===== config.mk =====
export PLATFORM = sky130hd
export DESIGN_NAME = ps2_cmd_sequencer
export DESIGN_NICKNAME = d
export VERILOG_FILES = /design/src/rtl/ps2seq_pkg.sv /design/src/rtl/ps2seq_resp_buf.sv /design/src/rtl/ps2seq_reply_timer.sv /design/src/rtl/ps2seq_ctrl.sv /design/src/rtl/ps2_cmd_sequencer.sv
export SDC_FILE = /design/constraint.sdc
export NUM_CORES = 1
export LEC_CHECK = 0
export ABC_AREA = 1
export BUFFER_PORTS_ARGS = -buffer_cell sky130_fd_sc_hd__buf_2
export CAP_MARGIN = 20
export CORE_ASPECT_RATIO = 1.1
export CORE_MARGIN = 1
export CORE_UTILIZATION = 58
export CTS_BUF_LIST = sky130_fd_sc_hd__clkbuf_16
export DETAILED_ROUTE_END_ITERATION = 10
export PLACE_DENSITY = 0.84
export SLEW_MARGIN = 20
export SYNTH_ARGS = -nofsm -noshare
export SYNTH_HDL_FRONTEND = slang
export SYNTH_SLANG_ARGS = --single-unit

===== constraint.sdc =====
create_clock -name clk -period 4.74 [get_ports clk]
set_clock_uncertainty 0.15 [all_clocks]
set_input_delay 0 -clock clk [delete_from_list [all_inputs] [get_ports clk]]
set_output_delay 0 -clock clk [all_outputs]
set_load 0.02 [all_outputs]

===== src/rtl/ps2seq_pkg.sv =====
// Shared definitions for the PS/2 command exchange sequencer.
// Assumes byte-wide replies; the resend code is fixed by the keyboard protocol.
package ps2seq_pkg;
    localparam logic [7:0] REPLY_RESEND = 8'hFE;
    localparam int         RESP_SLOTS   = 3;

    typedef enum logic [2:0] {
        SQ_IDLE,
        SQ_TX_CMD,
        SQ_RX_CMD,
        SQ_TX_DAT,
        SQ_RX_DAT,
        SQ_RX_EXT
    } sq_state_t;
endpackage


===== src/rtl/ps2seq_resp_buf.sv =====
// Response store: SLOTS byte entries filled in order, plus a fill count.
// Assumes clr and wr are never meaningful together (clr wins). Writes past
// the last entry are dropped and the count saturates at SLOTS.
module ps2seq_resp_buf #(
    parameter int         W       = 8,
    parameter int         SLOTS   = 3,
    parameter logic [7:0] NO_RESP = 8'h00,
    localparam int        CW      = $clog2(SLOTS + 1)
) (
    input  logic                 clk,
    input  logic                 rst_n,
    input  logic                 clr,
    input  logic                 wr,
    input  logic [W-1:0]         wr_byte,
    output logic [SLOTS*W-1:0]   resp_o,
    output logic [CW-1:0]        cnt_o
);
    logic [CW-1:0] cnt_q;

    // Fill count: cleared on start, steps on each stored reply up to SLOTS.
    always_ff @(posedge clk) begin
        if (!rst_n || clr) begin
            cnt_q <= '0;
        end else if (wr && cnt_q < CW'(SLOTS)) begin
            cnt_q <= cnt_q + 1'b1;
        end
    end

    for (genvar i = 0; i < SLOTS; i++) begin : g_slot
        logic [W-1:0] ent_q;
        // Entry i: reset to the marker, written when it is the next free one.
        always_ff @(posedge clk) begin
            if (!rst_n || clr) begin
                ent_q <= W'(NO_RESP);
            end else if (wr && cnt_q == CW'(i)) begin
                ent_q <= wr_byte;
            end
        end
        assign resp_o[i*W +: W] = ent_q;
    end

    assign cnt_o = cnt_q;

    a_r1_clear_empties: assert property (@(posedge clk) disable iff (!rst_n)
        clr |=> (cnt_q == '0));
    a_r4_count_step: assert property (@(posedge clk) disable iff (!rst_n)
        (wr && !clr && cnt_q < CW'(SLOTS)) |=> (cnt_q == $past(cnt_q) + 1'b1));
    a_r4_full_drops: assert property (@(posedge clk) disable iff (!rst_n)
        (wr && !clr && cnt_q == CW'(SLOTS)) |=> $stable(resp_o));
endmodule


===== src/rtl/ps2seq_reply_timer.sv =====
// Reply wait timer: counts cycles while enabled, restarts on clr or when
// disabled, and flags expiry in the LIMIT-th enabled cycle.
// Assumes LIMIT >= 2.
module ps2seq_reply_timer #(
    parameter int  LIMIT = 1_000_000,
    localparam int CNT_W = (LIMIT > 1) ? $clog2(LIMIT) : 1
) (
    input  logic clk,
    input  logic rst_n,
    input  logic en,
    input  logic clr,
    output logic expired_o
);
    logic [CNT_W-1:0] cnt_q;

    assign expired_o = en && (cnt_q == CNT_W'(LIMIT - 1));

    // Wait counter: held at zero outside a wait, parked at the limit.
    always_ff @(posedge clk) begin
        if (!rst_n || !en || clr) begin
            cnt_q <= '0;
        end else if (!expired_o) begin
            cnt_q <= cnt_q + 1'b1;
        end
    end

    a_r10_timer_counts: assert property (@(posedge clk) disable iff (!rst_n)
        (en && !clr && !expired_o) |=> (cnt_q == $past(cnt_q) + 1'b1));
endmodule


===== src/rtl/ps2seq_ctrl.sv =====
// Exchange state machine: sends the command, optionally the data byte,
// collects replies, aborts on the resend code or timeout, and holds the
// receive mode captured at start. Assumes tx_done_i and rx_valid_i are
// single-cycle strobes from the neighbouring transmitter and receiver.
module ps2seq_ctrl
    import ps2seq_pkg::*;
(
    input  logic       clk,
    input  logic       rst_n,
    input  logic       start_i,
    input  logic [7:0] cmd_i,
    input  logic [7:0] data_i,
    input  logic       has_data_i,
    input  logic [1:0] extra_i,
    input  logic       idle_mode_i,
    input  logic       tx_done_i,
    input  logic       rx_valid_i,
    input  logic [7:0] rx_byte_i,
    input  logic       timeout_i,
    output logic       tx_start_o,
    output logic [7:0] tx_byte_o,
    output logic       rx_wait_o,
    output logic       accept_o,
    output logic       buf_clr_o,
    output logic       busy_o,
    output logic       done_o,
    output logic       fail_o,
    output logic       key_mode_o,
    output logic       clk_inhibit_o
);
    sq_state_t  state_q;
    logic [7:0] cmd_q, data_q;
    logic       hasd_q, mode_q;
    logic [1:0] rem_q;
    logic       tx_start_q, done_q, fail_q;
    logic       ok_reply, bad_reply;

    // Decode the wait phase and classify an incoming reply.
    always_comb begin
        rx_wait_o = (state_q == SQ_RX_CMD) || (state_q == SQ_RX_DAT) ||
                    (state_q == SQ_RX_EXT);
        accept_o  = rx_wait_o && rx_valid_i;
        ok_reply  = accept_o && (rx_byte_i != REPLY_RESEND);
        bad_reply = accept_o && (rx_byte_i == REPLY_RESEND);
    end

    // Phase sequencing, request latching and outcome pulses.
    always_ff @(posedge clk) begin
        if (!rst_n) begin
            state_q    <= SQ_IDLE;
            cmd_q      <= '0;
            data_q     <= '0;
            hasd_q     <= 1'b0;
            rem_q      <= '0;
            mode_q     <= 1'b0;
            tx_start_q <= 1'b0;
            done_q     <= 1'b0;
            fail_q     <= 1'b0;
        end else begin
            tx_start_q <= 1'b0;
            done_q     <= 1'b0;
            fail_q     <= 1'b0;
            if (state_q == SQ_IDLE) begin
                mode_q <= idle_mode_i;
            end
            if (bad_reply || (rx_wait_o && !accept_o && timeout_i)) begin
                state_q <= SQ_IDLE;
                fail_q  <= 1'b1;
            end else begin
                case (state_q)
                    SQ_IDLE: if (start_i) begin
                        cmd_q      <= cmd_i;
                        data_q     <= data_i;
                        hasd_q     <= has_data_i;
                        rem_q      <= (extra_i == 2'd3) ? 2'd2 : extra_i;
                        state_q    <= SQ_TX_CMD;
                        tx_start_q <= 1'b1;
                    end
                    SQ_TX_CMD: if (tx_done_i) state_q <= SQ_RX_CMD;
                    SQ_TX_DAT: if (tx_done_i) state_q <= SQ_RX_DAT;
                    SQ_RX_CMD: if (ok_reply) begin
                        if (hasd_q) begin
                            state_q    <= SQ_TX_DAT;
                            tx_start_q <= 1'b1;
                        end else if (rem_q == 2'd0) begin
                            state_q <= SQ_IDLE;
                            done_q  <= 1'b1;
                        end else begin
                            state_q <= SQ_RX_EXT;
                        end
                    end
                    SQ_RX_DAT: if (ok_reply) begin
                        if (rem_q == 2'd0) begin
                            state_q <= SQ_IDLE;
                            done_q  <= 1'b1;
                        end else begin
                            state_q <= SQ_RX_EXT;
                        end
                    end
                    SQ_RX_EXT: if (ok_reply) begin
                        if (rem_q <= 2'd1) begin
                            state_q <= SQ_IDLE;
                            done_q  <= 1'b1;
                        end else begin
                            rem_q <= rem_q - 1'b1;
                        end
                    end
                    default: state_q <= SQ_IDLE;
                endcase
            end
        end
    end

    assign buf_clr_o     = (state_q == SQ_IDLE) && start_i;
    assign busy_o        = (state_q != SQ_IDLE);
    assign tx_start_o    = tx_start_q;
    assign tx_byte_o     = (state_q == SQ_TX_DAT) ? data_q : cmd_q;
    assign done_o        = done_q;
    assign fail_o        = fail_q;
    assign key_mode_o    = !busy_o && mode_q;
    assign clk_inhibit_o = !busy_o && !mode_q;

    a_r8_never_both: assert property (@(posedge clk) disable iff (!rst_n)
        !(done_q && fail_q));
    a_r8_busy_ends_with_pulse: assert property (@(posedge clk) disable iff (!rst_n)
        $fell(busy_o) |-> (done_q || fail_q));
    a_r2_hold_request: assert property (@(posedge clk) disable iff (!rst_n)
        (busy_o && start_i) |=> ($stable(cmd_q) && $stable(data_q)));
    a_r5_resend_aborts: assert property (@(posedge clk) disable iff (!rst_n)
        bad_reply |=> (fail_q && !tx_start_q && !busy_o));
    a_r1_tx_only_busy: assert property (@(posedge clk) disable iff (!rst_n)
        tx_start_q |-> busy_o);
endmodule


===== src/rtl/ps2_cmd_sequencer.sv =====
// Top level of the PS/2 command exchange sequencer: joins the state
// machine, the response store and the reply timer. Assumes a neighbouring
// byte transmitter and frame receiver with single-cycle strobes.
module ps2_cmd_sequencer
    import ps2seq_pkg::*;
#(
    parameter int         TIMEOUT_CYC = 1_000_000,
    parameter logic [7:0] NO_RESP     = 8'h00
) (
    input  logic        clk,
    input  logic        rst_n,
    input  logic        start_i,
    input  logic [7:0]  cmd_i,
    input  logic [7:0]  data_i,
    input  logic        has_data_i,
    input  logic [1:0]  extra_i,
    input  logic        idle_mode_i,
    output logic        tx_start_o,
    output logic [7:0]  tx_byte_o,
    input  logic        tx_done_i,
    input  logic        rx_valid_i,
    input  logic [7:0]  rx_byte_i,
    output logic        rx_answer_o,
    output logic        busy_o,
    output logic        done_o,
    output logic        fail_o,
    output logic [23:0] resp_o,
    output logic [1:0]  resp_cnt_o,
    output logic        key_mode_o,
    output logic        clk_inhibit_o
);
    logic rx_wait, accept, buf_clr, timeout;

    ps2seq_ctrl u_ctrl (
        .clk           (clk),
        .rst_n         (rst_n),
        .start_i       (start_i),
        .cmd_i         (cmd_i),
        .data_i        (data_i),
        .has_data_i    (has_data_i),
        .extra_i       (extra_i),
        .idle_mode_i   (idle_mode_i),
        .tx_done_i     (tx_done_i),
        .rx_valid_i    (rx_valid_i),
        .rx_byte_i     (rx_byte_i),
        .timeout_i     (timeout),
        .tx_start_o    (tx_start_o),
        .tx_byte_o     (tx_byte_o),
        .rx_wait_o     (rx_wait),
        .accept_o      (accept),
        .buf_clr_o     (buf_clr),
        .busy_o        (busy_o),
        .done_o        (done_o),
        .fail_o        (fail_o),
        .key_mode_o    (key_mode_o),
        .clk_inhibit_o (clk_inhibit_o)
    );

    ps2seq_resp_buf #(.W(8), .SLOTS(RESP_SLOTS), .NO_RESP(NO_RESP)) u_buf (
        .clk     (clk),
        .rst_n   (rst_n),
        .clr     (buf_clr),
        .wr      (accept),
        .wr_byte (rx_byte_i),
        .resp_o  (resp_o),
        .cnt_o   (resp_cnt_o)
    );

    ps2seq_reply_timer #(.LIMIT(TIMEOUT_CYC)) u_timer (
        .clk       (clk),
        .rst_n     (rst_n),
        .en        (rx_wait),
        .clr       (accept),
        .expired_o (timeout)
    );

    assign rx_answer_o = rx_wait;

    a_r3_answer_after_tx: assert property (@(posedge clk) disable iff (!rst_n)
        (busy_o && tx_done_i && !rx_answer_o) |=> rx_answer_o);
    a_r11_idle_no_store: assert property (@(posedge clk) disable iff (!rst_n)
        (!busy_o && !start_i) |=> $stable(resp_cnt_o));
endmodule


; After elaboration in Yosys (flattened, before gate mapping)
; Index checks and enable logic that the tools add are counted.
[word_totals]
latchBits = 0
output_inout_bits = 41
romBits = 0
ramBits = 0
memories = 0
reg_bits = 72
[classes]
n_mux = 28
div_mod_pow = 0
order_cmp = 2
n_eq_ne = 19
n_mul = 0
add_sub_neg = 3
shift = 0
n_bitwise = 2
n_reduce_logical = 33
[op_table]
columns = cell, count
row1 = 3-bit 2-to-1 mux, 9
row2 = "20-bit by 1-bit adder with 20-bit output, second input constant", 1
row3 = "20-bit equality test, second input constant", 1
row4 = 3-bit case mux with 6 select lines, 1
row5 = 1-bit logical AND, 13
row6 = 1-bit 2-to-1 mux, 10
row7 = "2-bit != test, second input constant", 5
row8 = "8-bit equality test, second input constant", 1
row9 = 2-bit 2-to-1 mux, 4
row10 = 8-bit 2-to-1 mux, 1
row11 = "8-bit != test, second input constant", 1
row12 = 7-bit AND reduction, 1
row13 = "3-bit by 2-bit equality test with 1-bit output, second input constant", 2
row14 = "3-bit equality test, second input constant", 2
row15 = 1-bit logical OR, 6
row16 = "2-bit by 1-bit != test with 1-bit output, second input constant", 3
row17 = 1-bit zero test, 5
row18 = 5-bit AND reduction, 1
row19 = "2-bit equality test, second input constant", 2
row20 = 2-bit zero test, 2
row21 = 2-bit case mux with 2 select lines, 1
row22 = "3-bit by 1-bit equality test with 1-bit output, second input constant", 1
row23 = 3-bit zero test, 1
row24 = 1-bit case mux with 3 select lines, 1
row25 = 11 further kinds, 12

; Logic depth before layout (Yosys ltp)
; Gate-level depths: netlist of run 1.
[depth]
word_depth = 10
mapped_depth = 10
ltp_nobuf = 10

; By module
; Synthesis of run 1 repeated with hierarchy kept, for this count alone.
[hier_totals]
cells_unflattened = 496
hier_area_um2 = 3505.9
[by_module_without_submodules]
columns = mod, area_each_um2, cells_each, instances
row1 = ps2seq_ctrl, 1338.8, 197, 1
row2 = ps2seq_reply_timer, 1122.3, 170, 1
row3 = ps2seq_resp_buf, 1044.8, 129, 1

; Worst setup path after synthesis of run 1
; Ideal clock, no wire load.
[synth_path]
path_type = register to register
start = register u_timer.cnt_q[0]
end = register u_timer.cnt_q[12]
setup_time_ns = 0.115
path_slack_ns = 3.165
period_less_slack_ns = 1.575
path_buffers = 0
arrival_ns = 1.310
stages_incl_launch_ff = 8
path_cell_list = dfxtp_1 -> ha_1 -> inv_1 -> nor2_4 -> nand4_2 -> nor2_1 -> a21oi_1 -> o21a_1
[synth_between]
elab_chain_len = 2
elab_cells_between_ends = 3
[synth_lines]
columns = item, line_no
row1 = "start, declared", ps2seq_reply_timer.sv:14  ; logic [CNT_W-1:0] cnt_q;
row2 = "start signal, assigned", ps2seq_reply_timer.sv:23  ; cnt_q <= cnt_q + 1'b1;
row3 = branches (longest 2 deep; another with 20-bit by 1-bit adder with 20-bit output), --
; Several ways; the timed one is not identified.
; A chain may end at the register's enable or synchronous reset.

; Worst setup path after layout of run 1
[layout_path]
start = register u_ctrl.state_q[0]
end = register u_ctrl.data_q[6]
[layout_between]
elab_chain_len = 10
elab_cells_between_ends = 15
[layout_lines]
columns = item, line_no
row1 = "start, declared", ps2seq_ctrl.sv:31  ; sq_state_t state_q;
row2 = "start signal, assigned", ps2seq_ctrl.sv:50  ; state_q <= SQ_IDLE;
row3 = "start signal, assigned", ps2seq_ctrl.sv:67  ; state_q <= SQ_IDLE;
row4 = "start signal, assigned", ps2seq_ctrl.sv:76  ; state_q <= SQ_TX_CMD;
row5 = 3-bit by 2-bit equality test with 1-bit output or 3-bit equality test (tied branches), ps2seq_ctrl.sv:40  ; rx_wait_o = (state_q == SQ_RX_CMD) || (state_q == SQ_RX_DAT) ||
row6 = 1-bit logical OR (2 in a row), ps2seq_ctrl.sv:40
row7 = 1-bit logical AND, ps2seq_ctrl.sv:42  ; accept_o = rx_wait_o && rx_valid_i;
row8 = 1-bit zero test, ps2seq_ctrl.sv:66  ; if (bad_reply || (rx_wait_o && !accept_o && timeout_i)) begin
row9 = 1-bit logical AND (2 in a row), ps2seq_ctrl.sv:66
row10 = 1-bit logical OR, ps2seq_ctrl.sv:66
row11 = 1-bit NOT (no line), --
row12 = 3-bit AND reduction (no line) *, --
row13 = "end signal, assigned", ps2seq_ctrl.sv:73  ; data_q <= data_i;
row14 = "end, declared", ps2seq_ctrl.sv:32  ; logic [7:0] cmd_q, data_q;
; Every way passes the cells marked *; elsewhere a longest branch is shown, timed or not.

==> results.sh, run 1 <==
export IMPL_status="completed"
export IMPL_drt_wl_total_mm=10.8
export IMPL_ys_seq_area_share_pct=41.8
export IMPL_core_mm2=0.00577
export IMPL_grt_pass1_vias=3616
export IMPL_syn_area_mm2=0.00345
export IMPL_io_pins=74
export IMPL_finalNonFillerCells=680
export IMPL_wl_met3_um=656
export IMPL_highest_layer="met4"
export IMPL_layout_commonest_cell="nand2_1"
export IMPL_reg2reg_from="u_ctrl.state_q[0]$_SDFFE_PP0P_"
export IMPL_area_growth_pct=32.7
export IMPL_crit_required_ns=4.77
export IMPL_crit_path_max_fanout=31
export IMPL_syn_nets=524
export IMPL_wl_met2_mm=5.55
export IMPL_cp_arrival_ns=2.91
export IMPL_fin_tns_setup_ns=0
export IMPL_wl_per_cell_um=15.9
export IMPL_clock_sinks=72
export IMPL_maxCapViolCount=0
export IMPL_drc=0
export IMPL_fmax_mhz=346
export IMPL_p_leak_nw=1.86
export IMPL_htreeDepth=3
export IMPL_final_core_util_pct=79.4
export IMPL_row_count=29
export IMPL_fin_area_mm2=0.00458
export IMPL_start_util_pct=59.8
export IMPL_viasPerCell=5.65
export IMPL_cts_tree="yes"
export IMPL_cts_root_buf="clkbuf_16"
export IMPL_place_inst=617
export IMPL_numCtsBuffers=9
export IMPL_die_y_um=82.9
export IMPL_grt_max_degree=33
export IMPL_drv_slew=0
export IMPL_rsz0062_at_grt="false"
export IMPL_cp_start_kind="flop"
export IMPL_nets=637
export IMPL_vdd_drop_max_uv=358
export IMPL_drt_met1_wl_mm=4.01
export IMPL_setup_worst_path_end_class="flop"
export IMPL_synth_seq_cells=72
export IMPL_yosys_top_cells_area="dfxtp_1 (42%), nand2_1 (11%), a21oi_1 (8.9%), nand3_1 (8.3%), inv_1 (5.2%)"
export IMPL_crit_end="u_ctrl.data_q[6]$_SDFFE_PN0P_"
export IMPL_tightest_slew_ns=0.968
export IMPL_vias=3845
export IMPL_r2r_slack_ns=1.85
export IMPL_clockBufferDepth=2
export IMPL_dieArea_mm2=0.00626
export IMPL_hp_class="in2reg"
export IMPL_antenna_found_initial=1
export IMPL_crit_reg2reg_capture="u_ctrl.data_q[6]$_SDFFE_PN0P_"
export IMPL_dieWidth_um=75.5
export IMPL_fin_ws_ns=1.85
export IMPL_power_density_mw_per_mm2=460
export IMPL_place_area_mm2=0.00382
export IMPL_ys_types=35
export IMPL_dp_slack_ns=2.26
export IMPL_place_gp_congestion=0.886
export IMPL_hold_viol=0
export IMPL_place_port_buffers=73
export IMPL_crit_type="reg2reg"
export IMPL_route_antenna_remaining_nets=0
export IMPL_hpwlAfterDp_mm=5.77
export IMPL_yosysTopAreaCell="dfxtp_1"
export IMPL_synth_cells=484
export IMPL_drt_pass1_iterations=4
export IMPL_relSlewSlack_pct=35.3
export IMPL_grt_pass1_wl_mm=16.7
export IMPL_critPathLaunch="u_ctrl.state_q[0]$_SDFFE_PP0P_"
export IMPL_setup_viol=0
export IMPL_grtUsageTotal_pct=35.5
export IMPL_path_clk_slew_ns=0.07
export IMPL_final_cell_mix="nand2_1 (98), buf_2 (73), dfxtp_1 (72), a21oi_1 (61), nand3_1 (57)"
export IMPL_fin_crit_sh_pct=60.9
export IMPL_rr_worst_depth=7
export IMPL_timing_hold_ws_ns=0.123
export IMPL_ys_warn_count=0
export IMPL_grt_ovfl_total=0
export IMPL_fin_crit_ns=2.89
export IMPL_first_iter_violations=292
export IMPL_synth_top_area_share_pct=41.8
export IMPL_clk_latency_ns=0.34
export IMPL_p_total_mw=2.11
export IMPL_drive_above_1_share_pct=17.8
export IMPL_avgSynthCellArea_um2=7.13
[logic make-up (layout without fill, tap and decap cells)]
| group | count (synthesis) | count (layout) | synth area share [%] |
|---|---|---|---|
| buffers and inverters | 70 | 188 | 8.27 |
| AOI/OAI and AO/OA | 97 | 97 | 14.6 |
| DFF | 72 | 72 | 41.8 |
| and+or+nand+nor | 232 | 232 | 31.3 |
| xor gates and xnor gates | 6 | 6 | 1.52 |
| other | 0 | 1 | 0 |
| adders and majority gates | 7 | 7 | 2.54 |
[critical path, stage by stage, from the launching register on]
cell,delay [ns]
dfxtp_1,0.37
nor2_2,0.18
nand2_2,0.14
inv_2,0.18
nand2_1,0.59
o21ai_0,0.44
dlygate4sd3_1,0.61
a21oi_1,0.06
[layout make-up]
type | count | area [um2]
Antenna cell | 1 | 2.50
Clock inverter | 7 | 65.1
Tap cell | 77 | 96.3
Sequential cell | 72 | 1440
Fill cell | 345 | 1190
Inverter | 53 | 199
Multi-Input combinational cell | 342 | 1720
Clock buffer | 9 | 225
Timing Repair Buffer | 119 | 826
[state kept, by name, indices dropped and copies added, names as in the netlist]
name	cells
u_timer.cnt_q	20
u_ctrl.hasd_q	1
u_ctrl.fail_o	1
u_ctrl.tx_start_o	1
u_buf.cnt_o	2
u_ctrl.state_q	3
u_ctrl.data_q	8
u_buf.g_slot.ent_q	24
u_ctrl.mode_q	1
u_ctrl.done_o	1
u_ctrl.cmd_q	8
u_ctrl.rem_q	2
[how the worst min path moves through the flow]
stage                     cells past startpoint  slack, ns                                    end    startpoint
after floorplan                               2       0.01  u_buf.g_slot[0].ent_q[0]$_SDFFE_PP0P_  rx_byte_i[0]
after global placement                        3       0.13          u_ctrl.data_q[4]$_SDFFE_PN0P_     data_i[4]
after detailed placement                      3       0.13           u_ctrl.cmd_q[6]$_SDFFE_PN0P_      cmd_i[6]
after CTS                                     5       0.10         u_ctrl.state_q[1]$_SDFFE_PP0P_       start_i
after global routing                          5       0.18         u_ctrl.state_q[0]$_SDFFE_PP0P_       start_i
final                                         5       0.12         u_ctrl.state_q[1]$_SDFFE_PP0P_       start_i
[Yosys cell counts]
| cell type | n |
|---|---|
| nor3_2 | 2 |
| o21ai_0 | 25 |
| inv_2 | 4 |
| buf_4 | 2 |
| xnor2_1 | 4 |
| xor2_1 | 2 |
| nand4_1 | 9 |
| inv_1 | 48 |
| nor3_1 | 9 |
| dfxtp_1 | 72 |
| nand4_2 | 1 |
| nand2_4 | 1 |
| ha_1 | 7 |
| buf_6 | 1 |
| nor4b_1 | 1 |
| nor3b_1 | 1 |
| buf_2 | 6 |
| nand3_4 | 2 |
| o21a_1 | 1 |
| nor2_1 | 41 |
| clkbuf_1 | 8 |
| a21oi_2 | 3 |
| nand3_1 | 57 |
| o21ai_1 | 5 |
| clkinv_1 | 1 |
| a21oi_1 | 61 |
| nor2_4 | 1 |
| and3_1 | 1 |
| o22ai_1 | 1 |
| nand3b_1 | 1 |
| nand3_2 | 2 |
| nand2_2 | 4 |
| nand2_1 | 98 |
| o211ai_1 | 1 |
| nor2_2 | 1 |
[repair_timing]
action                    in CTS  in global routing
resized for setup              0                  0
buffers inserted               0                  0
hold buffers                  46                  0
hold endpoints to repair      50                  0
[report_power, final]
group	internal [mW]	leakage [nW]	switching [mW]
combinational	0.234	1.13	0.470
sequential	0.680	0.585	0.0569
clock	0.403	0.142	0.263
[per-layer routing]
layer | vias to the layer above | global-route usage [%]
li1 | 1829 | -
met1 | 1748 | 39.6
met2 | 216 | 60.7
met3 | 52 | 5.58
met4 | 0 | 22.2
met5 | - | 0
Note: power is estimated with default switching activity, not from simulation.
==> run 2: changes to the inputs <==
--- a/config.mk
+++ b/config.mk
@@ -5,15 +5,15 @@
 export SDC_FILE = /design/constraint.sdc
 export NUM_CORES = 1
 export LEC_CHECK = 0
-export ABC_AREA = 1
+export ABC_AREA = 0
 export BUFFER_PORTS_ARGS = -buffer_cell sky130_fd_sc_hd__buf_2
 export CAP_MARGIN = 20
 export CORE_ASPECT_RATIO = 1.1
 export CORE_MARGIN = 1
-export CORE_UTILIZATION = 58
+export CORE_UTILIZATION = 54
 export CTS_BUF_LIST = sky130_fd_sc_hd__clkbuf_16
 export DETAILED_ROUTE_END_ITERATION = 10
-export PLACE_DENSITY = 0.84
+export PLACE_DENSITY = 0.79
 export SLEW_MARGIN = 20
 export SYNTH_ARGS = -nofsm -noshare
 export SYNTH_HDL_FRONTEND = slang
==> constraint.sdc (replaced) <==
create_clock -name clk -period 2.8 [get_ports clk]
set_clock_uncertainty 0.15 [all_clocks]
set_input_delay 0 -clock clk [delete_from_list [all_inputs] [get_ports clk]]
set_output_delay 0 -clock clk [all_outputs]
set_load 0.02 [all_outputs]
==> results.sh, run 2 <==
export IMPL_critPathSlowestCell="dfxtp_1"
export IMPL_syn_nets=424
export IMPL_path_clk_slew_ns=0.06
export IMPL_cp_arrival_ns=2.22
export IMPL_wl_per_cell_um=15.3
export IMPL_power_density_mw_per_mm2=771
export IMPL_clock_sinks=72
export IMPL_clockBufferDepth=2
export IMPL_crit_type="reg2out"
export IMPL_cts_root_buf="clkbuf_16"
export IMPL_r2r_slack_ns=0.66
export IMPL_vias=3194
export IMPL_crit_chain="inv_1 > nand3_1 > mux2_2 > buf_2"
export IMPL_synth_simple_area_share_pct=22.9
export IMPL_cp_start_kind="flop"
export IMPL_fin_crit_sh_pct=84.5
export IMPL_status="completed"
export IMPL_top_register="u_buf.g_slot.ent_q"
export IMPL_viasPerCell=5.59
export IMPL_num_antenna_cells=0
export IMPL_setup_worst_path_end_class="output port"
export IMPL_grt_max_degree=27
export IMPL_synth_xor_area_share_pct=1.52
export IMPL_maxCapViolCount=0
export IMPL_synthMuxAreaShare_pct=11.3
export IMPL_crit_path_max_fanout=15
export IMPL_place_port_buffers=73
export IMPL_fin_crit_ns=2.37
export IMPL_drt_pass1_iterations=4
export IMPL_layout_commonest_cell="buf_2"
export IMPL_crit_required_ns=2.65
export IMPL_drive_above_1_share_pct=24.0
export IMPL_rsz0062_at_grt="false"
export IMPL_crit_buf_inv=2
export IMPL_syn_area_mm2=0.00345
export IMPL_grtUsageTotal_pct=27.0
export IMPL_cts_resized=0
export IMPL_place_gp_congestion=0.870
export IMPL_vdd_drop_max_uv=524
export IMPL_yosysMostFrequentCell="dfxtp_1"
export IMPL_place_inst=524
export IMPL_fin_tns_setup_ns=0
export IMPL_dieArea_mm2=0.00671
export IMPL_synth_flop_cell="dfxtp_1"
export IMPL_hpwlAfterDp_mm=5.30
export IMPL_yosysTopAreaCell="dfxtp_1"
export IMPL_drt_wl_total_mm=8.75
export IMPL_die_y_um=85.8
export IMPL_largest_reg_flops=24
export IMPL_synth_cells=384
export IMPL_setup_viol=0
export IMPL_slowest_delay_ns=0.72
export IMPL_hold_viol=0
export IMPL_relSlewSlack_pct=46.3
export IMPL_ys_seq_area_share_pct=41.8
export IMPL_grt_pass1_wl_mm=14.1
export IMPL_htreeDepth=3
export IMPL_drv_slew=0
export IMPL_first_iter_violations=157
export IMPL_ys_async_sr_fraction_pct=0
export IMPL_clk_latency_ns=0.33
export IMPL_final_cell_mix="buf_2 (73), dfxtp_1 (72), nand2_1 (57), nor2_1 (37)"
export IMPL_yosys_top_cells_area="dfxtp_1 (42%), mux2i_1 (8.7%), nand2_1 (6.2%), a21oi_1 (4.5%), nor2_1 (4.0%)"
export IMPL_row_count=30
export IMPL_antenna_found_initial=0
export IMPL_synth_compound_area_share_pct=15.9
export IMPL_drc=0
export IMPL_synth_top_area_share_pct=41.8
export IMPL_nFillCells=434
export IMPL_numCtsBuffers=9
export IMPL_route_antenna_remaining_nets=0
export IMPL_ys_types=59
export IMPL_cp_top_family="flip-flops"
export IMPL_fmax_mhz=423
export IMPL_area_growth_pct=30.3
export IMPL_cts_tree="yes"
export IMPL_start_util_pct=56.0
export IMPL_synth_top_family_by_area="simple AND/OR/NAND/NOR gates"
export IMPL_grt_pass1_vias=3002
export IMPL_finalNonFillerCells=571
export IMPL_synth_seq_cells=72
export IMPL_ys_warn_count=0
export IMPL_tightest_slew_ns=0.794
export IMPL_p_leak_nw=1.99
export IMPL_io_pins=74
export IMPL_reg_largest_list="u_buf.g_slot.ent_q: 24 flops, u_timer.cnt_q: 20 flops"
export IMPL_grt_ovfl_total=0
export IMPL_synth_adder_area_share_pct=2.54
export IMPL_avgSynthCellArea_um2=8.98
export IMPL_yosys_top_cells_count="dfxtp_1 (72), nand2_1 (57), nor2_1 (37)"
export IMPL_core_mm2=0.00616
export IMPL_hp_class="in2reg"
export IMPL_nets=526
export IMPL_dieWidth_um=78.2
export IMPL_synth_edf_count=0
-- run 2: final timing paths --
check	from	end	cells after the start
setup / recovery	u_ctrl.state_q[2]$_SDFFE_PP0P_	tx_byte_o[6]	4
hold / removal	start_i	u_ctrl.data_q[1]$_SDFFE_PN0P_	5
setup reg to reg	u_ctrl.state_q[1]$_SDFFE_PP0P_	u_buf.g_slot[1].ent_q[5]$_SDFFE_PP0P_	4
hold reg to reg	u_ctrl.data_q[4]$_SDFFE_PN0P_	u_ctrl.data_q[4]$_SDFFE_PN0P_	2
-- run 2: area by class of cell --
class	instances	area, um2	share of cell area [%]
multi-input combinational	284	1880	41.8
sequential	72	1440	32.1
timing repair buffer	110	721	16.0
clock buffer	9	225	5.01
tap	80	100	2.23
clock inverter	7	95.1	2.12
inverter	9	33.8	0.751
-- run 2: metrics by stage --
stage | setup WS (ns) | instance area, um2 | hold slack, ns | power, mW | utilization [%]
finish | 0.435 | 4500 | 0.0828 | 3.47 | 73.0
global route | 0.314 | 4500 | 0.109 | 3.63 | 73.0
CTS | 0.456 | 4500 | 0.0623 | 3.45 | 73.0
detailed placement | 0.675 | 3860 | 0.0955 | 2.19 | 62.8
global placement | 0.736 | 3860 | 0.0840 | 2.17 | 62.8
floorplan | 0.864 | 3450 | -0.0140 | 1.95 | -
-- run 2: cells by family after synthesis --
group,after synthesis
xor gates and xnor gates,6
adders and majority gates,7
buffers and inverters,28
and+or+nand+nor,153
muxes,38
AOI/OAI and AO/OA,80
DFF,72
-- run 2: report_power, final --
group / internal [mW] / switching, mW
combinational: 0.390 / 0.591
sequential: 1.13 / 0.136
clock: 0.779 / 0.444
-- run 2: tightest hold or removal path: cells and delay by family --
family                 cells  cell delay [ns]
buffers and inverters      2             0.32
AOI/OAI and AO/OA          1             0.05
and+or+nand+nor            2             0.14
-- run 2: metal layers --
layer,vias to the layer above,wire length (um),global-route usage (%)
met2,81,4500,45.9
met1,1515,3700,31.8
met5,-,0,0
met3,19,349,6.60
met4,0,206,13.0
li1,1579,-,-
-- run 2: repair_timing --
| item | CTS | global route |
|---|---|---|
| hold endpoints to repair | 50 | 0 |
| buffers inserted | 0 | 0 |
| hold buffers | 31 | 0 |
